===== src/rtl/mode_ctl_pkg.sv =====
package mode_ctl_pkg;
  localparam logic [7:0] MODE_ADDR = 8'h05;
  localparam logic [7:0] FILT_ADDR = 8'h06;

  localparam logic [7:0] MODE_MASK = 8'h3E;
  localparam logic [7:0] FILT_MASK = 8'h10;

  localparam logic [7:0] MODE_RST = 8'h10;
  localparam logic [7:0] FILT_RST = 8'h00;

  localparam int CPEN_B = 5;
  localparam int PDN_B  = 4;
  localparam int TIE_B  = 3;
  localparam int FRZ_B  = 2;
  localparam int DIV_B  = 1;
  localparam int SLOW_B = 4;
endpackage


===== src/rtl/mode_ctl_regs.sv =====
module mode_ctl_regs
  import mode_ctl_pkg::*;
#(
  parameter int ADDR_W = 8
) (
  input  logic              clk_i,
  input  logic              rst_ni,
  input  logic              wr_en_i,
  input  logic [ADDR_W-1:0] addr_i,
  input  logic [7:0]        wr_data_i,
  output logic [7:0]        rd_data_o,
  output logic              mode_wr_o,
  output logic              cpen_o,
  output logic              pdn_o,
  output logic              tie_o,
  output logic              div_o,
  output logic              slow_o
);
  localparam logic [ADDR_W-1:0] MODE_A = ADDR_W'(MODE_ADDR);
  localparam logic [ADDR_W-1:0] FILT_A = ADDR_W'(FILT_ADDR);

  logic [7:0] shd_mode_q, shd_filt_q, shd_mode_d, shd_filt_d;
  logic [7:0] act_mode_q, act_filt_q;
  logic       sel_mode, sel_filt;

  assign sel_mode  = (addr_i == MODE_A);
  assign sel_filt  = (addr_i == FILT_A);
  assign mode_wr_o = wr_en_i && sel_mode;

  always_comb begin
    shd_mode_d = shd_mode_q;
    shd_filt_d = shd_filt_q;
    if (wr_en_i && sel_mode) shd_mode_d = wr_data_i & MODE_MASK;
    if (wr_en_i && sel_filt) shd_filt_d = wr_data_i & FILT_MASK;
  end

  // freeze acts on the incoming value so a release write commits in its own cycle
  always_ff @(posedge clk_i or negedge rst_ni) begin
    if (!rst_ni) begin
      shd_mode_q <= MODE_RST;
      shd_filt_q <= FILT_RST;
      act_mode_q <= MODE_RST;
      act_filt_q <= FILT_RST;
    end else begin
      shd_mode_q <= shd_mode_d;
      shd_filt_q <= shd_filt_d;
      if (!shd_mode_d[FRZ_B]) begin
        act_mode_q <= shd_mode_d;
        act_filt_q <= shd_filt_d;
      end
    end
  end

  always_comb begin
    rd_data_o = 8'h00;
    if (sel_mode)      rd_data_o = shd_mode_q;
    else if (sel_filt) rd_data_o = shd_filt_q;
  end

  assign cpen_o = act_mode_q[CPEN_B];
  assign pdn_o  = act_mode_q[PDN_B];
  assign tie_o  = act_mode_q[TIE_B];
  assign div_o  = act_mode_q[DIV_B];
  assign slow_o = act_filt_q[SLOW_B];

  AST_FROZEN_HOLD: assert property (@(posedge clk_i) disable iff (!rst_ni)
    (shd_mode_q[FRZ_B] && !(mode_wr_o && !wr_data_i[FRZ_B])) |=> $stable({act_mode_q, act_filt_q}));
  AST_RELEASE_COMMIT: assert property (@(posedge clk_i) disable iff (!rst_ni)
    (mode_wr_o && !wr_data_i[FRZ_B]) |=> (act_mode_q == shd_mode_q && act_filt_q == shd_filt_q));
  AST_PDN_RETAIN: assert property (@(posedge clk_i) disable iff (!rst_ni)
    (!wr_en_i && pdn_o) |=> $stable({shd_mode_q, shd_filt_q}));
  AST_RSVD_READ_ZERO: assert property (@(posedge clk_i) disable iff (!rst_ni)
    ((rd_data_o & ~(sel_mode ? MODE_MASK : FILT_MASK)) == 8'h00));
  AST_UNMAPPED_READ: assert property (@(posedge clk_i) disable iff (!rst_ni)
    (!sel_mode && !sel_filt) |-> rd_data_o == 8'h00);
endmodule


===== src/rtl/mode_ctl_mute.sv =====
module mode_ctl_mute #(
  parameter int NUM_CH = 2
) (
  input  logic              clk_i,
  input  logic              rst_ni,
  input  logic              tie_i,
  input  logic [NUM_CH-1:0] req_i,
  output logic [NUM_CH-1:0] mute_o
);
  logic all_req;
  assign all_req = &req_i;

  for (genvar ch = 0; ch < NUM_CH; ch++) begin : g_ch
    assign mute_o[ch] = tie_i ? all_req : req_i[ch];
  end

  AST_TIE_UNIFORM: assert property (@(posedge clk_i) disable iff (!rst_ni)
    tie_i |-> (mute_o == '0 || mute_o == '1));
  AST_TIE_NO_EXTRA: assert property (@(posedge clk_i) disable iff (!rst_ni)
    tie_i |-> ((mute_o & ~req_i) == '0));
endmodule


===== src/rtl/mode_ctl_init_wdog.sv =====
module mode_ctl_init_wdog #(
  parameter int TIMEOUT_CYC = 122880
) (
  input  logic clk_i,
  input  logic rst_ni,
  input  logic kick_i,
  output logic timeout_o
);
  localparam int CNT_W = $clog2(TIMEOUT_CYC + 1);

  logic [CNT_W-1:0] cnt_q;
  logic             seen_q, flag_q;

  always_ff @(posedge clk_i or negedge rst_ni) begin
    if (!rst_ni) begin
      cnt_q  <= '0;
      seen_q <= 1'b0;
      flag_q <= 1'b0;
    end else if (!seen_q && !flag_q) begin
      if (kick_i)                                seen_q <= 1'b1;
      else if (cnt_q == CNT_W'(TIMEOUT_CYC - 1)) flag_q <= 1'b1;
      cnt_q <= cnt_q + 1'b1;
    end
  end

  assign timeout_o = flag_q;

  AST_FLAG_STICKY: assert property (@(posedge clk_i) disable iff (!rst_ni)
    flag_q |=> flag_q);
  AST_KICK_BLOCKS_FLAG: assert property (@(posedge clk_i) disable iff (!rst_ni)
    seen_q |=> !flag_q);
endmodule


===== src/rtl/mode_ctl_bank.sv =====
module mode_ctl_bank #(
  parameter int ADDR_W      = 8,
  parameter int NUM_CH      = 2,
  parameter int TIMEOUT_CYC = 122880
) (
  input  logic              clk_i,
  input  logic              rst_ni,
  input  logic              wr_en_i,
  input  logic [ADDR_W-1:0] addr_i,
  input  logic [7:0]        wr_data_i,
  output logic [7:0]        rd_data_o,
  input  logic [NUM_CH-1:0] mute_req_i,
  output logic [NUM_CH-1:0] mute_o,
  output logic              ctl_port_en_o,
  output logic              pwr_down_o,
  output logic              mclk_div2_o,
  output logic              filt_slow_o,
  output logic              timeout_o
);
  logic mode_wr, tie;

  mode_ctl_regs #(.ADDR_W(ADDR_W)) u_regs (
    .clk_i     (clk_i),
    .rst_ni    (rst_ni),
    .wr_en_i   (wr_en_i),
    .addr_i    (addr_i),
    .wr_data_i (wr_data_i),
    .rd_data_o (rd_data_o),
    .mode_wr_o (mode_wr),
    .cpen_o    (ctl_port_en_o),
    .pdn_o     (pwr_down_o),
    .tie_o     (tie),
    .div_o     (mclk_div2_o),
    .slow_o    (filt_slow_o)
  );

  mode_ctl_mute #(.NUM_CH(NUM_CH)) u_mute (
    .clk_i  (clk_i),
    .rst_ni (rst_ni),
    .tie_i  (tie),
    .req_i  (mute_req_i),
    .mute_o (mute_o)
  );

  mode_ctl_init_wdog #(.TIMEOUT_CYC(TIMEOUT_CYC)) u_wdog (
    .clk_i     (clk_i),
    .rst_ni    (rst_ni),
    .kick_i    (mode_wr),
    .timeout_o (timeout_o)
  );

  AST_UNFROZEN_FOLLOW: assert property (@(posedge clk_i) disable iff (!rst_ni)
    (wr_en_i && addr_i == ADDR_W'(8'h05) && !wr_data_i[2]) |=>
      (ctl_port_en_o == $past(wr_data_i[5]) && pwr_down_o == $past(wr_data_i[4])
       && mclk_div2_o == $past(wr_data_i[1])));
endmodule


===== config.mk =====
export PLATFORM = sky130hd
export DESIGN_NAME = mode_ctl_bank
export DESIGN_NICKNAME = d
export VERILOG_FILES = /design/src/rtl/mode_ctl_pkg.sv /design/src/rtl/mode_ctl_regs.sv /design/src/rtl/mode_ctl_mute.sv /design/src/rtl/mode_ctl_init_wdog.sv /design/src/rtl/mode_ctl_bank.sv
export SDC_FILE = /design/constraint.sdc
export NUM_CORES = 1
export LEC_CHECK = 0
export BUFFER_PORTS_ARGS = -buffer_cell sky130_fd_sc_hd__buf_2
export CORE_UTILIZATION = 47
export CTS_CLUSTER_DIAMETER = 30
export CTS_CLUSTER_SIZE = 10
export DETAILED_ROUTE_END_ITERATION = 12
export PLACE_DENSITY = 0.74
export SYNTH_ARGS = -nofsm -noshare
export SYNTH_HDL_FRONTEND = slang
export SYNTH_SLANG_ARGS = --single-unit

===== constraint.sdc =====
create_clock -name clk_i -period 1.95 [get_ports clk_i]
set_clock_uncertainty 0.2 [all_clocks]
set_input_delay 0.2925 -clock clk_i [delete_from_list [all_inputs] [get_ports clk_i]]
set_output_delay 0.2925 -clock clk_i [all_outputs]
set_load 0.01 [all_outputs]

Yosys cells after proc, flatten, opt, wreduce, memory -nomap -nowiden
Index checks and enable logic that the tools add are counted.

Bits in registers: 45. Bits of input ports: 21. Output and inout port bits: 15. Logic and storage cells: 26.

Add/subtract/negate cells: 1. Equality and inequality tests: 3. Multiplexer cells: 6. Bitwise gates (word level): 1. Reductions and logical operators: 8.

Operator list (number): two-way mux 8 bit (4); adder 17 x 1 -> 17 bit, second input constant (1); == test 17 bit, second input constant (1); == test 8 x 3 -> 1 bit, second input constant (2); AND reduction 2 bit (2); logical AND 1 bit (3); AND reduction 3 bit (1); zero test 1 bit (2); two-way mux 1 bit (2); NOT 1 bit (1).

Longest topological paths before layout
Depth after elaboration: 4. Mapped depth: 6.

Cells and area by module
From an unflattened synthesis, not the netlist that was laid out.

Cell total of the unflattened synthesis: 126. Area, all modules: 1611.5 um2.

By module, submodules not included: mode_ctl_init_wdog (instances 1, cells each 71, area an instance 847.1 um2, sequential area each 475.5 um2); mode_ctl_regs (instances 1, cells each 51, area an instance 747.0 um2, sequential area each 402.9 um2); mode_ctl_mute (instances 1, cells each 4, area an instance 17.5 um2, sequential area each 0.0 um2).

Worst setup path before layout
No wires, ideal clock.

Kind: flip-flop to flip-flop. Start: register u_wdog.flag_q (netlist: u_wdog.timeout_o). End: register u_wdog.cnt_q[13]. Arrival time: 1.650 ns. Required time: 1.626 ns. Setup slack: -0.024 ns. Cell stages (with the launch flop): 5. Path buffers: 0. Cells stage by stage: dfrtp_1 or3b_2 nor4_1 nand3_1 xnor2_1.

Longest elaborated chain between the ends: 2.

RTL lines: start: declaration (RTL line mode_ctl_init_wdog.sv:12) `logic seen_q, flag_q;`; start signal: assignment (RTL line mode_ctl_init_wdog.sv:18) `flag_q <= 1'b0;`; start signal: assignment (RTL line mode_ctl_init_wdog.sv:21) `else if (cnt_q == CNT_W'(TIMEOUT_CYC - 1)) flag_q <= 1'b1;`; zero test 1 bit (RTL line mode_ctl_init_wdog.sv:19) `end else if (!seen_q && !flag_q) begin`; logical AND 1 bit (RTL line mode_ctl_init_wdog.sv:19); end signal: assignment (RTL line mode_ctl_init_wdog.sv:22) `cnt_q <= cnt_q + 1'b1;`; end: declaration (RTL line mode_ctl_init_wdog.sv:11) `logic [CNT_W-1:0] cnt_q;`.

No other way between the ends. A chain may end at the register's enable or synchronous reset.

Worst setup path after layout
Start: register u_wdog.cnt_q[0]. End: register u_wdog.cnt_q[10].

Longest elaborated chain between the ends: 1.

RTL lines (RTL line): adder 17 x 1 -> 17 bit (mode_ctl_init_wdog.sv:22).

No other way between the ends.

==> insert_results.sql <==
INSERT INTO impl_metrics (metric_group, metric, value, unit) VALUES
('outcome', 'run_status', 'complete, no violations', ''),
('grt', 'track_usage', '0.192', ''),
('clocking', 'cts.clk_slew.worst_paths', '0.10', 'ns'),
('power_and_ir_drop', 'pwr-share-clk', '0.263', ''),
('sta', 'final-setup-viol-count', '0', ''),
('clocking', 'tritoncts.num_buffers', '5', ''),
('placed_design', 'number_of_buffers_added_on_ports', '30', ''),
('finish', 'filler_cell_count', '262', ''),
('finish', 'drive_above_1_share', '0.409', ''),
('clocking', 'post_cts_buffers', '0', ''),
('power_and_ir_drop', 'comb_power_share', '0.203', ''),
('placed_design', 'dpl.cell_count', '214', ''),
('logic_synthesis', 'synth-edff-count', '0', ''),
('setup_path', 'crit_path_end', 'u_wdog.cnt_q[10]', ''),
('power_and_ir_drop', 'power.switching_fraction', '0.278', ''),
('sta', 'achievable_freq', '541', 'MHz'),
('placed_design', 'gp_routability_congestion', '0.779', ''),
('finish', 'finish.instance_area', '1960', 'um^2'),
('setup_path', 'cell_with_the_largest_stage_delay_on_the_worst_path', 'sky130_fd_sc_hd__or3b_4', ''),
('sta', 'worst_slack', '0.101', 'ns'),
('sta', 'hold_viol', '0', ''),
('worst_hold_path', 'timing.hold.worst.class', 'input port to register', ''),
('power_and_ir_drop', 'share_seq_of_total_power', '0.533', ''),
('grt', 'first_global_vias', '1128', ''),
('setup_path', 'critPathArrivalTime', '1.87', 'ns'),
('logic_synthesis', 'synth-seq-cells', '35', ''),
('finish', 'final_cell_mix', 'sky130_fd_sc_hd__dfrtp_1, sky130_fd_sc_hd__buf_2, sky130_fd_sc_hd__buf_4, sky130_fd_sc_hd__mux2_2, sky130_fd_sc_hd__nand3_1', ''),
('logic_synthesis', 'async_reset_ff_frac', '1.00', ''),
('sta', 'timing.final.crit_period', '1.85', 'ns'),
('sta', 'min_period_over_period', '0.948', ''),
('grt', 'antenna_found_initial', '0', ''),
('clocking', 'root_buffer', 'sky130_fd_sc_hd__clkbuf_4', ''),
('power_and_ir_drop', 'cellLeakagePower', '0.990', 'nW'),
('worst_hold_path', 'worstHoldPathCells', '2', ''),
('setup_path', 'maximum_cell_stage_delay_along_the_critical_path', '0.39', 'ns'),
('setup_path', 'critical_path_required', '1.97', 'ns'),
('routing', 'detailedRoute.firstIterationViolations', '35', ''),
('routing', 'drt-total-wl', '3030', 'um'),
('setup_path', 'ff2ff_setup_slack', '0.10', 'ns'),
('placed_design', 'detailedPlacementHpwl', '2170', 'um'),
('finish', 'final_net_count', '202', ''),
('floorplan', 'floorplan.io_pins', '36', ''),
('clocking', 'clock_insertion_delay_worst_skew', '0.33', 'ns'),
('sta', 'pins_over_their_slew_limit', '0', ''),
('sta', 'timing_worst_slew_pin_value', '0.754', 'ns'),
('floorplan', 'die_width', '59.8', 'um'),
('routing', 'pre_antenna_drt_iters', '4', ''),
('setup_path', 'startpoint_type', 'register', ''),
('grt', 'grt.overflow.total', '0', ''),
('setup_path', 'cp_max_fo', '3', ''),
('setup_path', 'rr_startpoint', 'u_wdog.cnt_q[0]', ''),
('setup_path', 'end_kind', 'register', ''),
('finish', 'leading_cell_type_in_the_layout_fill_and_taps_excluded', 'sky130_fd_sc_hd__dfrtp_1', ''),
('placed_design', 'dp_worst_setup_slack', '-0.103', 'ns'),
('routing', 'route.detailed.wl_per_inst', '13.5', 'um'),
('clocking', 'clockBufferDepth', '2', ''),
('logic_synthesis', 'syn_inst', '131', ''),
('floorplan', 'initial_utilization', '0.506', ''),
('logic_synthesis', 'syn_area_per_cell', '12.0', 'um^2'),
('sta', 'unrepaired_setup_endpoints_after_global_routing', 'no', ''),
('finish', 'diodes', '0', ''),
('setup_path', 'critical_path_class', 'register to register', ''),
('floorplan', 'floorplan.die_area', '3570', 'um^2'),
('setup_path', 'crit_start', 'u_wdog.cnt_q[0]', ''),
('setup_path', 'crit_chain', 'ha_1, or3b_4, nor4_1, nand3_1, xnor2_1', ''),
('clocking', 'cts_tree', 'built', ''),
('sta', 'fin_hold_ws', '0.0296', 'ns'),
('power_and_ir_drop', 'internal_power', '0.00122', 'W'),
('grt', 'wire_length_of_the_first_global_routing_pass', '4910', 'um'),
('clocking', 'cts_htree_levels', '2', ''),
('grt', 'pin_count_of_the_biggest_net_entering_global_routing', '36', '');
## routing by layer
layer / routed length, um / global-route usage / part of all wire
met2: 1480 / 0.303 / 0.49
met1: 1430 / 0.235 / 0.47
met5: 0 / 0 / 0
met4: 46 / 0.116 / 0.015
met3: 73 / 0.0519 / 0.024
## repair_timing
action                                 4_1_cts  5_1_grt
pin swaps                                    2        0
gates resized for setup                      3        1
endpoints found under the hold margin       35        0
setup endpoints to repair                    2        2
hold buffers                                 3        0
## how the worst min path moves through the flow
stage / startpoint / to / slack, ns
after floorplan: rst_ni / u_regs.act_filt_q[4] / -0.20
after global placement: rst_ni / u_wdog.cnt_q[11] / 0.18
after detailed placement: rst_ni / u_wdog.cnt_q[9] / 0.20
after CTS: wr_data_i[1] / u_regs.shd_mode_q[1] / 0.02
after global routing: wr_data_i[1] / u_regs.shd_mode_q[1] / 0.01
final: wr_data_i[1] / u_regs.shd_mode_q[1] / 0.03
## stage by stage
step                utilization  total power (W)   TNS, ns
floorplan                     -          0.00112  -0.00821
global placement          0.594          0.00122   -0.0819
detailed placement        0.594          0.00125    -0.353
CTS                       0.632          0.00170         0
global route              0.633          0.00179         0
finish                    0.633          0.00169         0
## sequential cells by signal, indices dropped and copies added, names as in the netlist
| signal | flops |
|---|---|
| u_regs.act_filt_q | 1 |
| u_regs.act_mode_q | 4 |
| u_regs.shd_filt_q | 5 |
| u_regs.shd_mode_q | 6 |
| u_wdog.cnt_q | 17 |
| u_wdog.seen_q | 1 |
| u_wdog.timeout_o | 1 |
## cell usage after synthesis (all sizes together), types with 3 or more instances
| cell type | n | area, um^2 |
|---|---|---|
| nor4 | 5 | 37.5 |
| nor2 | 8 | 30.0 |
| xnor2 | 7 | 61.3 |
| xor2 | 9 | 78.8 |
| dfrtp | 33 | 826 |
| nand2 | 6 | 22.5 |
| inv | 3 | 11.3 |
| mux2 | 11 | 124 |
| nor3 | 3 | 15.0 |
| buf | 3 | 26.3 |
| nand3 | 10 | 50.1 |
| and2 | 5 | 31.3 |
| a22oi | 5 | 37.5 |
| nor2b | 3 | 18.8 |
| nand4 | 3 | 25.0 |
## power groups by stage
stage               Combinational [W]  Clock (W)  Sequential [W]
floorplan                    0.000219          0        0.000905
global placement             0.000316          0        0.000908
detailed placement           0.000330          0        0.000916
CTS                          0.000343   0.000459        0.000902
global route                 0.000389   0.000485        0.000914
finish                       0.000344   0.000444        0.000901
## worst max-delay path, delay by kind of cell (launching register included)
kind	cells	cell delay, ns
DFF	1	0.36
adders and majority gates	1	0.14
and+or+nand+nor	3	0.89
xor gates and xnor gates	1	0.14
## cell families (layout without fill, tap and decap cells)
kind of cell             Yosys count  after routing  share of synthesized area
AO/OA/AOI/OAI                      9              9                     0.0407
XOR/XNOR                          16             16                     0.0893
adder cells (fa/ha/maj)            1              1                    0.00797
buffers and inverters              7             56                     0.0263
flip-flops                        35             35                      0.560
multiplexers                      12             12                     0.0933
other                              1              2                    0.00239
AND/OR/NAND/NOR                   50             50                      0.180
## layout make-up
class / instances / area, um^2 / share of cell area
Sequential cell: 35 / 878 / 0.447
Timing Repair Buffer: 45 / 270 / 0.138
Tap cell: 44 / 55.1 / 0.0280
Multi-Input combinational cell: 90 / 679 / 0.346
Clock buffer: 8 / 68.8 / 0.0351
Inverter: 3 / 11.3 / 0.00574
Note: power is estimated with default switching activity, not from simulation.
